<file path="config.mk">
export PLATFORM = sky130hd
export DESIGN_NAME = wake_deglitch
export DESIGN_NICKNAME = d
export VERILOG_FILES = /design/src/rtl/wkf_pkg.sv /design/src/rtl/wkf_sync.sv /design/src/rtl/wkf_stable.sv /design/src/rtl/wkf_detect.sv /design/src/rtl/wake_deglitch.sv
export SDC_FILE = /design/constraint.sdc
export NUM_CORES = 1
export LEC_CHECK = 0
export CAP_MARGIN = 20
export CELL_PAD_IN_SITES_DETAIL_PLACEMENT = 1
export CELL_PAD_IN_SITES_GLOBAL_PLACEMENT = 1
export CORE_AREA = 2 2 39 41
export DETAILED_ROUTE_END_ITERATION = 6
export DIE_AREA = 0 0 41 43
export DONT_BUFFER_PORTS = 1
export PLACE_DENSITY = 0.53
export RECOVER_POWER = 50
export SYNTH_ARGS = -nofsm -noshare
export SYNTH_HDL_FRONTEND = slang
export SYNTH_SLANG_ARGS = --single-unit
</file>
<file path="constraint.sdc">
create_clock -name clk -period 3.4 [get_ports clk]
set_input_delay 0.17 -clock clk [delete_from_list [all_inputs] [get_ports clk]]
set_output_delay 0.17 -clock clk [all_outputs]
set_load 0.05 [all_outputs]
</file>
<file path="src/rtl/wkf_pkg.sv">
package wkf_pkg;
   typedef enum logic [1:0] {
      TRIG_RISE = 2'b00,
      TRIG_FALL = 2'b01,
      TRIG_HIGH = 2'b10,
      TRIG_LOW  = 2'b11
   } trig_mode_e;
endpackage

</file>
<file path="src/rtl/wkf_sync.sv">
module wkf_sync #(
   parameter int   STAGES  = 2,
   parameter logic RST_VAL = 1'b0
) (
   input  logic clk,
   input  logic rst_n,
   input  logic d,
   output logic q
);
   logic [STAGES-1:0] chain;

   always_ff @(posedge clk or negedge rst_n) begin
      if (!rst_n) begin
         chain <= {STAGES{RST_VAL}};
      end else begin
         chain[0] <= d;
         for (int i = 1; i < STAGES; i++) chain[i] <= chain[i-1];
      end
   end

   assign q = chain[STAGES-1];
endmodule

</file>
<file path="src/rtl/wkf_stable.sv">
module wkf_stable #(
   parameter int   TICKS   = 32,
   parameter logic RST_VAL = 1'b0
) (
   input  logic clk,
   input  logic rst_n,
   input  logic tick,
   input  logic sample,
   output logic level
);
   localparam int CW = (TICKS > 2) ? $clog2(TICKS) : 1;
   localparam logic [CW-1:0] LAST = CW'(TICKS - 1);

   logic [CW-1:0] cnt;

   always_ff @(posedge clk or negedge rst_n) begin
      if (!rst_n) begin
         level <= RST_VAL;
         cnt   <= '0;
      end else if (sample == level) begin
         cnt <= '0;
      end else if (tick) begin
         if (cnt == LAST) begin
            level <= sample;
            cnt   <= '0;
         end else begin
            cnt <= cnt + 1'b1;
         end
      end
   end
endmodule

</file>
<file path="src/rtl/wkf_detect.sv">
module wkf_detect #(
   parameter logic RST_VAL = 1'b0
) (
   input  logic              clk,
   input  logic              rst_n,
   input  logic              level,
   input  wkf_pkg::trig_mode_e mode,
   output logic              evt
);
   import wkf_pkg::*;

   logic prev;
   logic rise;
   logic fall;

   always_ff @(posedge clk or negedge rst_n) begin
      if (!rst_n) prev <= RST_VAL;
      else        prev <= level;
   end

   assign rise = level & ~prev;
   assign fall = ~level & prev;

   always_comb begin
      unique case (mode)
         TRIG_RISE: evt = rise;
         TRIG_FALL: evt = fall;
         TRIG_HIGH: evt = level;
         TRIG_LOW:  evt = ~level;
      endcase
   end
endmodule

</file>
<file path="src/rtl/wake_deglitch.sv">
module wake_deglitch #(
   parameter int   SYNC_STAGES  = 2,
   parameter int   STABLE_TICKS = 32,
   parameter logic RESET_LEVEL  = 1'b0
) (
   input  logic       clk,
   input  logic       rst_n,
   input  logic       tick_1ms,
   input  logic       raw_in,
   input  logic [1:0] mode_sel,
   output logic       level_out,
   output logic       stat_pull_en,
   output logic       wake_evt
);
   import wkf_pkg::*;

   if (SYNC_STAGES < 2) begin : g_bad_sync
      $error("wake_deglitch: SYNC_STAGES must be at least 2");
   end
   if (STABLE_TICKS < 2) begin : g_bad_ticks
      $error("wake_deglitch: STABLE_TICKS must be at least 2");
   end

   logic synced;
   logic filt;

   wkf_sync #(.STAGES(SYNC_STAGES), .RST_VAL(RESET_LEVEL)) u_sync (
      .clk   (clk),
      .rst_n (rst_n),
      .d     (raw_in),
      .q     (synced)
   );

   wkf_stable #(.TICKS(STABLE_TICKS), .RST_VAL(RESET_LEVEL)) u_stable (
      .clk    (clk),
      .rst_n  (rst_n),
      .tick   (tick_1ms),
      .sample (synced),
      .level  (filt)
   );

   wkf_detect #(.RST_VAL(RESET_LEVEL)) u_detect (
      .clk   (clk),
      .rst_n (rst_n),
      .level (filt),
      .mode  (trig_mode_e'(mode_sel)),
      .evt   (wake_evt)
   );

   assign level_out    = filt;
   assign stat_pull_en = ~filt;
endmodule

</file>
==> results of run 1 <==
-- worst max-delay path by stage --
stage          slack (ns)  cells after the start  endpoint                       start
2_1_floorplan        1.51                      2  wake_evt  u_stable.level$_DFFE_PN0P_
3_3_place_gp         1.47                      2  wake_evt  u_stable.level$_DFFE_PN0P_
3_5_place_dp         1.43                      2  wake_evt  u_stable.level$_DFFE_PN0P_
4_1_cts              1.14                      2  wake_evt  u_stable.level$_DFFE_PN0P_
5_1_grt              1.11                      2  wake_evt  u_stable.level$_DFFE_PN0P_
6_report             1.16                      2  wake_evt  u_stable.level$_DFFE_PN0P_
-- kinds of logic after synthesis --
kind of cell / share of synthesized area, %
DFF: 54.1
and+or+nand+nor: 16.5
AOI/OAI and AO/OA: 6.31
buffers and inverters: 2.70
xor gates and xnor gates: 2.10
adders and majority gates: 6.01
muxes: 12.3
-- state kept, by name (all words and copies together), names as in the netlist --
name / cells
u_stable.cnt: 5
u_sync.chain: 2
u_detect.prev: 1
u_stable.level: 1
-- report_power, final --
part / internal (mW) / switching (mW)
registers: 0.110 / 0.00249
logic: 0.00590 / 0.00825
clock network: 0.0450 / 0.0343
-- placed cells by master, fill, tap and decap left out, types with 2 or more instances in the layout --
| cell type | n |
|---|---|
| ha_1 | 2 |
| nor2_1 | 5 |
| dfrtp_1 | 9 |
| clkbuf_4 | 3 |
| mux2i_1 | 4 |
| nand2_1 | 2 |
| o21ai_0 | 3 |
| dlygate4sd3_1 | 2 |
-- area by class of cell --
class / instances / area, um^2 / area share, %
tap: 16 / 20.0 / 4.21
inverter: 1 / 3.75 / 0.789
clock buffer: 4 / 26.3 / 5.53
multi-input combinational: 26 / 180 / 37.9
timing repair buffer: 2 / 20.0 / 4.21
sequential: 9 / 225 / 47.4
-- per-stage QoR --
stage / instance area, um^2 / total power, mW / setup WS, ns
after global placement: 429 / 0.125 / 1.47
after CTS: 475 / 0.213 / 1.14
final: 475 / 0.206 / 1.16
after detailed placement: 429 / 0.126 / 1.43
after floorplan: 417 / 0.125 / 1.51
after global routing: 475 / 0.220 / 1.11
-- critical path, stage by stage, from the launching register on --
cell and delay (ns):
dfrtp_1 0.73, or2b_1 0.28, o22ai_1 0.80
-- routing by layer --
metal	global-route usage [%]	wire, um	up-vias
met5	0	0	-
met1	11.5	301	139
met2	13.8	370	5
met3	1.57	13	2
met4	8.00	15	0
li1	-	-	137
==> results, run 1 <==
- The worst hold path was traced through 2 stages.
- The first global-routing pass estimated 1080 um of wire.
- The global-route total usage across every layer is 9.49%.
- For this run, the top clock speed supported by timing is 447 MHz.
- Setup violations remaining at the end of the flow were counted as 0.
- The worst hold slack across all endpoints is 0.0823 ns.
- Using the TritonRoute via totals, the vias-per-cell ratio works out to 4.88.
- The number of top-level pins is 9.
- The pin count of the biggest net entering global routing is 10.
- The synthesized netlist contains 18 unique library cells.
- The H-tree level count is 1.
- For flop-to-flop paths, the worst setup slack is 1.82 ns.
- TritonCTS built the clock tree.
- In the synthesized netlist, the cells that appear most often are 9 x dfrtp_1, 5 x nor2_1, 4 x mux2i_1, 3 x o21ai_0.
- The worst voltage drop across the vdd grid is 0.213 mV.
- In this run the deepest clock path goes through 2 buffers.
- The count of buffers added on input and output ports is 0.
- The wire length per cell is 12.1 um.
- The via count of the first global-routing pass was 273.
- The core utilization of the finished layout is about 34%.
- Setup repair after global routing left no endpoint under its margin.
- The post-synthesis instance total is 37.
- Summed over all cells, the static leakage comes to 0.227 nW.
- At the pin with the least slew margin, the transition time is roughly 1.1 ns.
- The mapped cell area is 417 um^2.
- The total congestion overflow is 0.
- The area of the placeable core is roughly 0.0014 mm^2.
- Excluding fillers, the count of instances in the completed layout stands at 58.
- Counting cells, the worst reg-to-reg path comes to 5.
- The total inserted antenna cells is 0.
- The critical path in this run is classified as reg2out.
- STA puts the critical path data arrival time at 2.07 ns.
- After clock tree synthesis, the repair step resized 0 gates.
- Dividing the synthesized area by the synthesized cell count gives between 10 and 15 um^2.
- The worst hold path begins at tick_1ms.
- Compared with the post-synthesis result, the final layout area differs by 14.1%.
- The post-route fraction of the period consumed by the critical path is between 60% and 70%.
- The synthesized netlist net count is 45.
- For hold timing, the worst endpoint is u_stable.cnt[0]$_DFFE_PN0P_.
- Clock tree synthesis found a total of 9 sinks.
- The number of antenna violations at the first check in global routing is 0.
- By area the synthesized netlist is led by dfrtp_1 54%, mux2i_1 9.6%, ha_1 6.0%.
- Across the run, the number of max-cap violations was 0.
- The first detailed-routing pass ran for 2 iterations.
- The flip-flop and latch count after synthesis is 9.
- The die covers 0.00176 mm^2.
- The number of enable-type register cells in the synthesized netlist is 0.
- The Yosys step of the flow raised 0 warnings.
- After detailed routing, the number of remaining DRC violations is 0.
- The via count is 283.
- From left edge to right edge, the die measures 41 um.
- Yosys instantiated no cell more often than dfrtp_1.
- The startpoint of the most critical register-to-register path is u_stable.cnt[0]$_DFFE_PN0P_.
- The initial cell density of the core is a little under a third.
- For the worst setup path, the data required time is between 3 and 4 ns.
- The final period demand of the worst path is 2.24 ns.
- The sequential fraction of the synthesis area is 54.1%.
- Buffers inserted during clock tree synthesis total 3.
- The library cell used as clock root buffer is clkbuf_4.
- For the worst-skew pair, the clock arrives at the later sink with an insertion delay of 0.25 ns.
- In this run the core area contains 14 standard-cell rows.
- Among all flip-flop cells after synthesis, the most frequent one is dfrtp_1.
- For this block, the initial DRC count from the detailed router was 1.
- For this block, the routed nets add up to approximately 700 um of wire.
- The die is 43 um tall.
- Dividing total power by cell area gives a power density of about 430 mW/mm^2.
- After filler insertion, the fill cell instance count of the layout stands at 159.
- In this run the worst path has a maximum fanout of 7.
- The kind of start point of the critical path is a register.
- The number of slew-limit violations in the final report is 0.
- The count of nets left with antenna violations once routing finished came out at 0.
- The hold violation total from the final report was 0.
- Cells with a size suffix above 1 make up 11.9% of the layout.
- STA classifies the critical path endpoint as an output port.
- The worst min-delay path class is in2reg.
- In the final timing run, aggregate negative setup slack is 0 ns.
- The number of nets in the layout is 51.
- The worst pin sits at a relative slew slack of 29.9%.
- The half-perimeter wire length after detailed placement is 545 um.
- The endpoint identified for the worst register-to-register timing path is u_stable.level$_DFFE_PN0P_.
- The largest clock skew in the final design is around 0.0033 ns.
- The run finished with clean final reports.
- The number of instances in the placed design is 52.
- Of all cell types, the one taking the most synthesized area is dfrtp_1.
- The async set or reset register ratio after synthesis is 100%.
- Clock-pin slew was measured on the worst setup and hold paths at 0.06 ns.
- The portion of synthesized cell area occupied by the leading cell type is 54.1%.
- In this run the post-CTS setup repair buffer count came out at 0.
- In this run, post-CTS hold repair placed 2 buffers.
- The final weighted congestion of routability-driven global placement is slightly above 0.7.
No activity file was read; power rests on OpenSTA's default activity.
==> run 2, diff against run 1 <==
- ABC_AREA: not set -> 1
- PLACE_DENSITY: 0.53 -> 0.57
- clock period: 3.4 -> 2.3 ns (I/O delays scaled with it)
==> run 2 against run 1 <==
  * Setup slack lost 0.75 ns
  * Core utilization grew 3.0 points
  * Cell count grew 24%
  * Die area is the same
  * Via count grew 23%
  * Clock skew grew 0.0039 ns
  * Sequential share of layout area shrank 3.8 points
  * Hold slack lost 0.060 ns
  * Highest routed layer unchanged
  * Sequential power grew 48%
  * Critical path depth grew 1
==> results, run 2 <==
- Outcome: complete, no violations (unchanged).
- The start point of the worst min-delay path was tick_1ms (unchanged).
- The worst reg2reg path endpoint is u_stable.cnt[3]$_DFFE_PN0P_ (was u_stable.level$_DFFE_PN0P_).
- The slack of the worst reg-to-reg path is 0.74 ns (was 1.82 ns).
- The end point of the most critical hold path was u_stable.cnt[3]$_DFFE_PN0P_ (was u_stable.cnt[0]$_DFFE_PN0P_).
- The kind of start point of the critical path is a register (unchanged).
- The fraction of final layout cells with drive strength greater than 1 came to 17.9% (was 11.9%).
- Most frequent cells in the layout: 13 x nand2_1, 9 x dfrtp_1, 6 x inv_1 (was 9 x dfrtp_1, 5 x nor2_1, 4 x mux2i_1).
- The clock tree from TritonCTS is yes (unchanged).
- The average cell area after synthesis is 8.91 um^2 (was 11.3 um^2).
- The half-perimeter wire length after detailed placement is 698 um (was 545 um).
- The endpoint arrival time on the critical path is 1.78 ns (was 2.07 ns).
- The pin count of the biggest net entering global routing is 10 (unchanged).
- The CTS buffer count was 3 (unchanged).
- The cell type contributing the most total cell area after synthesis is dfrtp_1 (unchanged).
- The post-synthesis instance total came to 49 (was 37).
- The number of top-level pins came to 9 (unchanged).
- The most used standard cell by instance count after synthesis is nand2_1 (was dfrtp_1).
- The switching power of the nets came to 0.0801 mW (was 0.0451 mW).
- The hold violation total from the final report came to 0 (unchanged).
- The number of inserted filler cells in the final layout was 172 (was 159).
- The wire length per cell is 11.9 um (was 12.1 um).
- The H-tree level count came to 1 (unchanged).
- The largest clock skew in the final design is 0.00724 ns (was 0.00331 ns).
- The area of the placeable core came to 0.00138 mm^2 (unchanged).
- The startpoint of the most critical register-to-register path is u_stable.level$_DFFE_PN0P_ (was u_stable.cnt[0]$_DFFE_PN0P_).
- The sort of element at the end of the critical path is an output port (unchanged).
- The final worst setup slack came to 0.409 ns (was 1.16 ns).
- The final critical path takes up 82.2% of the cycle.
- The via count normalized by instance count is 4.83 (was 4.88).
- The number of slew-limit violations in the final report was 0 (unchanged).
- The clock power share was 39.2% (was 38.4%).
- The number of antenna violations at the first check in global routing is 0 (unchanged).
- The count of input and output buffers was 0 (unchanged).
- The area of the die came to 0.00176 mm^2 (unchanged).
- The net switching share of the total power is 25.3% (was 21.8%).
- The final weighted congestion of routability-driven global placement is 0.841 (was 0.706).
- The minimum setup slack after placement is 0.689 ns (was 1.43 ns).
- The number of rows in the core area is 14 (unchanged).
- The core utilization of the finished layout is 37.3% (was 34.4%).
- The count of warnings emitted by yosys is 0 (unchanged).
- The static leakage power came to 0.236 nW (was 0.227 nW).
- The number of clock sinks is 9 (unchanged).
- The worst voltage drop across the vdd grid came to 0.246 mV (was 0.213 mV).
- The area growth from synthesis to layout came to 18.3% (was 14.1%).
- The wire length of the first global-routing pass came to 1500 um (was 1080 um).
- The latest clock arrival within the worst-skew pair is 0.26 ns (was 0.25 ns).
- The measured slew at the worst slew-check pin is 0.557 ns (was 1.07 ns).
- The commonest non-fill, non-tap cell in the layout was nand2_1 (was dfrtp_1).
- Largest registers ranked by flip-flop count: u_stable.cnt: 5 flops, u_sync.chain: 2 flops (unchanged).
- The number of nets in the layout is 65 (was 51).
- The number of cells on the worst reg-to-reg path is 6 (was 5).
- The global-route total usage across every layer came to 13.5% (was 9.49%).
- The worst min-delay path class is in2reg (unchanged).
- The detailed-route wire length is 859 um (was 700 um).
- The total DRC errors in the routed layout is 0 (unchanged).
- Cells taking the most area after synthesis: dfrtp_1 52%, nand2_1 11%, ha_1 5.7% (was dfrtp_1 54%, mux2i_1 9.6%, ha_1 6.0%).
- The type of the worst setup path is reg2out (unchanged).
- The die height is 43 um (unchanged).
- The flip-flop and latch count after synthesis is 9 (unchanged).
- The via count of the first global-routing pass is 368 (was 273).
- The cell-internal power is 0.237 mW (was 0.161 mW).
- The sequential fraction of the synthesis area came to 51.6% (was 54.1%).
- The via count was 348 (was 283).
- The most flop-heavy register is u_stable.cnt (unchanged).
- The number of stages on the worst hold path was 3 (was 2).
- The required time at the endpoint of the critical path came to 2.18 ns (was 3.23 ns).
- The power density of the placed cells is 614 mW/mm^2 (was 434 mW/mm^2).
- The relative slew slack is 62.9% (was 29.9%).
- The max capacitance violation total is 0 (unchanged).
- The length of the first detailed-routing pass in iterations is 1 (was 2).
- The final period demand of the worst path is 1.89 ns.
- The total inserted antenna cells is 0 (unchanged).
- The die boundary width came to 41 um (unchanged).
- The clock transition at the registers of the reported paths was 0.07 ns (was 0.06 ns).
- The sum of negative setup slack is 0 ns (unchanged).
- The initial cell density of the core is 31.6% (was 30.1%).
- The maximum operating frequency is 529 MHz.
- The most used flip-flop cell after synthesis is dfrtp_1 (unchanged).
- The number of nets with antenna violations after detailed routing came to 0 (unchanged).
- The critical-path maximum fanout was 5 (was 7).
- The library cell used as clock root buffer is clkbuf_4 (unchanged).
- Setup repair after global routing missed its margin: no (unchanged).
- The mapped cell area is 437 um^2 (was 417 um^2).
- The portion of synthesized cell area occupied by the leading cell type is 51.6% (was 54.1%).
- The flip-flop count of the largest register, all copies and words added is 5 (unchanged).
- The proportion of power drawn by flip-flops and latches is 52.7% (was 54.7%).
- The total of cells resized after clock tree synthesis is 0 (unchanged).
- The async set or reset register ratio after synthesis is 100% (unchanged).
- The number of design-rule violations left by the first detailed-router iteration was 0 (was 1).
- The final number of setup-violating endpoints is 0 (unchanged).
- The buffer levels on the longest clock path came to 2 (unchanged).
- The combinational group share of total power came to 8.0% (was 6.9%).
- The count of different cell masters after synthesis is 16 (was 18).
- The total congestion overflow came to 0 (unchanged).
- Top post-synthesis cells by count: 13 x nand2_1, 9 x dfrtp_1, 6 x inv_1, 4 x o21ai_0, 3 x nor2_1 (was 9 x dfrtp_1, 5 x nor2_1, 4 x mux2i_1, 3 x o21ai_0).
- The number of enable-type register cells in the synthesized netlist is 0 (unchanged).
- The synthesized netlist net count is 57 (was 45).
-- run 2: cell count changes in the layout (fill, tap and decap cells not counted), sizes merged, moves of 2 or more --
cell	before	now
nand2	2	15
inv	1	7
mux2i	4	0
nand4	0	2
o21ai	3	5
-- run 2: final cells by class --
| class | count | area (um^2) | share of cell area [%] |
|---|---|---|---|
| well taps | 16 | 20.0 | 3.87 |
| inverters | 7 | 26.3 | 5.08 |
| repair buffers | 3 | 27.5 | 5.33 |
| flip-flops and latches | 9 | 225 | 43.6 |
| clock buffers | 3 | 22.5 | 4.36 |
| clock inverters | 1 | 5.00 | 0.969 |
| multi-input cells | 33 | 190 | 36.8 |
-- run 2: worst max-delay path, cell delays in order, from the launching register on --
cell and delay (ns):
dfrtp_1 0.70, inv_2 0.29, o31ai_2 0.29, buf_4 0.23
-- run 2: cells by family after synthesis --
group / synth area share, %
AND/OR/NAND/NOR: 25.5
buffers and inverters: 6.02
XOR/XNOR: 2.01
adder cells (fa/ha/maj): 5.73
AO/OA/AOI/OAI: 9.17
flip-flops: 51.6
-- run 2: what timing repair did --
action / in CTS / in global routing
hold buffers: 2 / 0
endpoints found under the hold margin: 10 / 0
buffers inserted: 0 / 0
-- run 2: power groups by stage --
stage	Sequential, mW	Clock, mW	Combinational (mW)
final	0.167	0.124	0.0255
after global routing	0.168	0.142	0.0287
after CTS	0.167	0.127	0.0264
after detailed placement	0.170	0	0.0204
after global placement	0.170	0	0.0196
after floorplan	0.169	0	0.0159
-- run 2: worst max-delay path by stage --
stage	cells past startpoint	from	end	slack, ns
final	3	u_stable.level$_DFFE_PN0P_	wake_evt	0.41
after global routing	3	u_stable.level$_DFFE_PN0P_	wake_evt	0.29
after CTS	3	u_stable.level$_DFFE_PN0P_	wake_evt	0.39
after detailed placement	3	u_stable.level$_DFFE_PN0P_	wake_evt	0.69
after global placement	3	u_stable.level$_DFFE_PN0P_	wake_evt	0.71
after floorplan	2	u_stable.level$_DFFE_PN0P_	wake_evt	0.38
-- run 2: through the flow --
step	hold WS (ns)	total power, mW	area [um^2]	instances
after floorplan	-0.181	0.185	442	49
after CTS	0.0183	0.321	517	72
after global routing	0.0254	0.339	517	72
final	0.0223	0.317	517	72
after global placement	-0.180	0.190	469	66
after detailed placement	-0.180	0.191	469	66
-- run 2: per-layer routing --
metal	global-route usage, %	part of all wire (%)	vias up
met2	19.7	48	9
met3	4.71	6.4	4
met5	0	0	-
li1	-	-	174
met1	15.4	43	161
met4	10.0	2.7	0
==> run 3, diff against run 2 <==
- ABC_AREA: 1 -> 0
- PLACE_DENSITY: 0.57 -> 0.55
- clock period: 2.3 -> 1.7 ns (I/O delays scaled with it)
==> run 3 against run 2 <==
  * The run now ends with hold timing left
  * Clock-buffer cell count up 1
  * Critical endpoint is now u_stable.level$_DFFE_PN0P_
  * Critical path type is now reg2reg
  * Sequential share of layout area up 1.8 points
  * Largest power group unchanged
  * First-iteration DRC count up 4
==> results, run 3 (synthesis gave the netlist of run 1 again) <==
- The fraction of final layout cells with drive strength greater than 1 is 18.2% (was 17.9%).
- The length of the first detailed-routing pass in iterations is 3 (was 1).
- The clock tree from TritonCTS was yes (unchanged).
- The total power is 0.418 mW (was 0.317 mW).
- The number of stages on the worst hold path came to 2 (was 3).
- The critical-path maximum fanout was 4 (was 5).
- The number of nets with antenna violations after detailed routing is 0 (unchanged).
- The initial cell density of the core was 30.1% (was 31.6%).
- The number of clock sinks is 9 (unchanged).
- The via count of the first global-routing pass was 283 (was 368).
- The power density of the placed cells was 841 mW/mm^2 (was 614 mW/mm^2).
- The relative slew slack came to 71.0% (was 62.9%).
- Critical Path, Cell by Cell: ha_1 > and3_1 > ha_1 > nand2_1 > mux2_2 (was inv_2 > o31ai_2 > buf_4).
- Outcome: finished with violations (was complete, no violations).
- The max capacitance violation total is 0 (unchanged).
- Among the stages of the critical path, the cell type that occurs most often is ha_1.
- The total inserted antenna cells is 0 (unchanged).
- The area growth from synthesis to layout was 19.2% (was 18.3%).
- Largest registers ranked by flip-flop count: u_stable.cnt: 5 flops, u_sync.chain: 2 flops (unchanged).
- The number of nets in the layout is 53 (was 65).
- The number of cells on the worst reg-to-reg path is 5 (was 6).
- The total DRC errors in the routed layout is 0 (unchanged).
- The number of design-rule violations left by the first detailed-router iteration is 4 (was 0).
- The largest incremental delay on the critical path is 0.41 ns (was 0.70 ns).
- The type of the worst setup path is reg2reg (was reg2out).
- The required time at the endpoint of the critical path is 1.84 ns (was 2.18 ns).
- After layout, the worst path uses 92.7% of the clock period.
- The die boundary width is 41 um (unchanged).
- The flip-flop count of the largest register, all copies and words added came to 5 (unchanged).
- The hold violation total from the final report is 1 (was 0).
- The wire length per cell came to 12.9 um (was 11.9 um).
- The commonest non-fill, non-tap cell in the layout is dfrtp_1 (was nand2_1).
- The worst min-delay path class is in2reg (unchanged).
- Setup repair after global routing missed its margin: no (unchanged).
- The buffer levels on the longest clock path was 2 (unchanged).
- The global-route total usage across every layer is 11.0% (was 13.5%).
- The via count came to 297 (was 348).
- The library cell used as clock root buffer is clkbuf_4 (unchanged).
- The final period demand of the worst path is 1.58 ns.
- The number of rows in the core area came to 14 (unchanged).
- The pin count of the biggest net entering global routing was 10 (unchanged).
- The worst hold slack across all endpoints is -0.00237 ns (was 0.0223 ns).
- The area taken by flip-flops and latches is 225 um^2 (unchanged).
- The end point of the most critical hold path is u_stable.cnt[1]$_DFFE_PN0P_ (was u_stable.cnt[3]$_DFFE_PN0P_).
- The wire length of the first global-routing pass came to 1290 um (was 1500 um).
- The worst reg2reg path endpoint is u_stable.level$_DFFE_PN0P_ (was u_stable.cnt[3]$_DFFE_PN0P_).
- The maximum operating frequency is roughly 630 MHz.
- The final number of setup-violating endpoints is 0 (unchanged).
- The final reports fail on hold timing.
- The detailed-route wire length is 774 um (was 859 um).
- The kind of start point of the critical path was a register (unchanged).
- The number of top-level pins is 9 (unchanged).
- The post-layout instance count excluding filler cells was 60 (was 72).
- The die height is 43 um (unchanged).
- The endpoint arrival time on the critical path was 1.71 ns (was 1.78 ns).
- The via count normalized by instance count is 4.95 (was 4.83).
- The CTS buffer count was 3 (unchanged).
- The total area of multi-input combinational cells was 186 um^2 (was 190 um^2).
- The H-tree level count was 1 (unchanged).
- The worst-path cell with the longest stage delay is dfrtp_1 (unchanged).
- The core utilization of the finished layout is 35.9% (was 37.3%).
- The worst voltage drop across the vdd grid came to 0.366 mV (was 0.246 mV).
- The count of input and output buffers is 0 (unchanged).
- The number of instances in the placed design came to 54 (was 66).
- The number of antenna violations at the first check in global routing is 0 (unchanged).
- The most flop-heavy register is u_stable.cnt (unchanged).
- The final weighted congestion of routability-driven global placement came to 0.686 (was 0.841).
- The largest clock skew in the final design was 0.00412 ns (was 0.00724 ns).
- The number of inserted filler cells in the final layout is 157 (was 172).
- The sum of negative setup slack was 0 ns (unchanged).
- The area of the placeable core is 0.00138 mm^2 (unchanged).
- The area of the die came to 0.00176 mm^2 (unchanged).
- The startpoint of the most critical register-to-register path is u_stable.cnt[0]$_DFFE_PN0P_ (was u_stable.level$_DFFE_PN0P_).
- The latest clock arrival within the worst-skew pair is 0.25 ns (was 0.26 ns).
- The start point of the worst min-delay path is tick_1ms (unchanged).
- The measured slew at the worst slew-check pin is 0.431 ns (was 0.557 ns).
- The total of cells resized after clock tree synthesis was 0 (unchanged).
- The slack of the worst reg-to-reg path came to 0.12 ns (was 0.74 ns).
- The static leakage power is 0.241 nW (was 0.236 nW).
- The total congestion overflow is 0 (unchanged).
- The sort of element at the end of the critical path is a register (was output port).
- The number of slew-limit violations in the final report is 0 (unchanged).
- The clock transition at the registers of the reported paths is 0.06 ns (was 0.07 ns).
- Most frequent cells in the layout: 9 x dfrtp_1, 5 x nor2_1, 4 x mux2i_1 (was 13 x nand2_1, 9 x dfrtp_1, 6 x inv_1).
-- run 3: cell types whose count changed in the layout (fill, tap and decap cells not counted), moves of 2 or more --
cell / previous run / this run
inv_1: 6 / 1
mux2i_1: 0 / 4
nand2_1: 13 / 2
nand4_1: 2 / 0
nor2_1: 3 / 5
-- run 3: metrics by stage --
step / instance area [um^2] / worst slack (ns)
floorplan: 423 / 0.208
global placement: 450 / 0.152
detailed placement: 450 / 0.128
CTS: 497 / 0.112
global route: 497 / 0.0284
finish: 497 / 0.124
-- run 3: power by group --
group | internal, mW | leakage, nW | switching (mW)
sequential | 0.221 | 0.120 | 0.00529
clock | 0.0902 | 0.0150 | 0.0712
combinational | 0.0137 | 0.107 | 0.0167
-- run 3: worst max-delay path, delay by kind of cell (launching register included) --
kind	cells	cell delay, ns
adders and majority gates	2	0.45
DFF	1	0.41
muxes	1	0.33
and+or+nand+nor	2	0.28
-- run 3: worst max path at each step --
stage	endpoint	cells after the start	slack (ns)	start
floorplan	wake_evt	2	0.21	u_stable.level$_DFFE_PN0P_
global placement	u_stable.level$_DFFE_PN0P_	5	0.15	u_stable.cnt[0]$_DFFE_PN0P_
detailed placement	u_stable.level$_DFFE_PN0P_	5	0.13	u_stable.cnt[0]$_DFFE_PN0P_
CTS	u_stable.level$_DFFE_PN0P_	5	0.11	u_stable.cnt[0]$_DFFE_PN0P_
global route	u_stable.cnt[2]$_DFFE_PN0P_	6	0.03	u_stable.cnt[0]$_DFFE_PN0P_
finish	u_stable.level$_DFFE_PN0P_	5	0.12	u_stable.cnt[0]$_DFFE_PN0P_
-- run 3: layout make-up --
type / instances / share of cell area (%)
Timing Repair Buffer: 4 / 7.05
Tap cell: 16 / 4.03
Sequential cell: 9 / 45.3
Inverter: 1 / 0.756
Clock buffer: 4 / 5.29
Multi-Input combinational cell: 26 / 37.5
-- run 3: timing repair --
item                                    in CTS  in global routing
hold buffers                                 2                  0
endpoints found under the hold margin       10                  0
endpoints found under the setup margin       0                  0
buffers inserted                             0                  0
-- run 3: metal layers --
layer	GRT usage [%]	routed length, um
met5	0	0
met4	2.00	0
met3	4.71	43
met2	16.6	426
met1	14.4	304
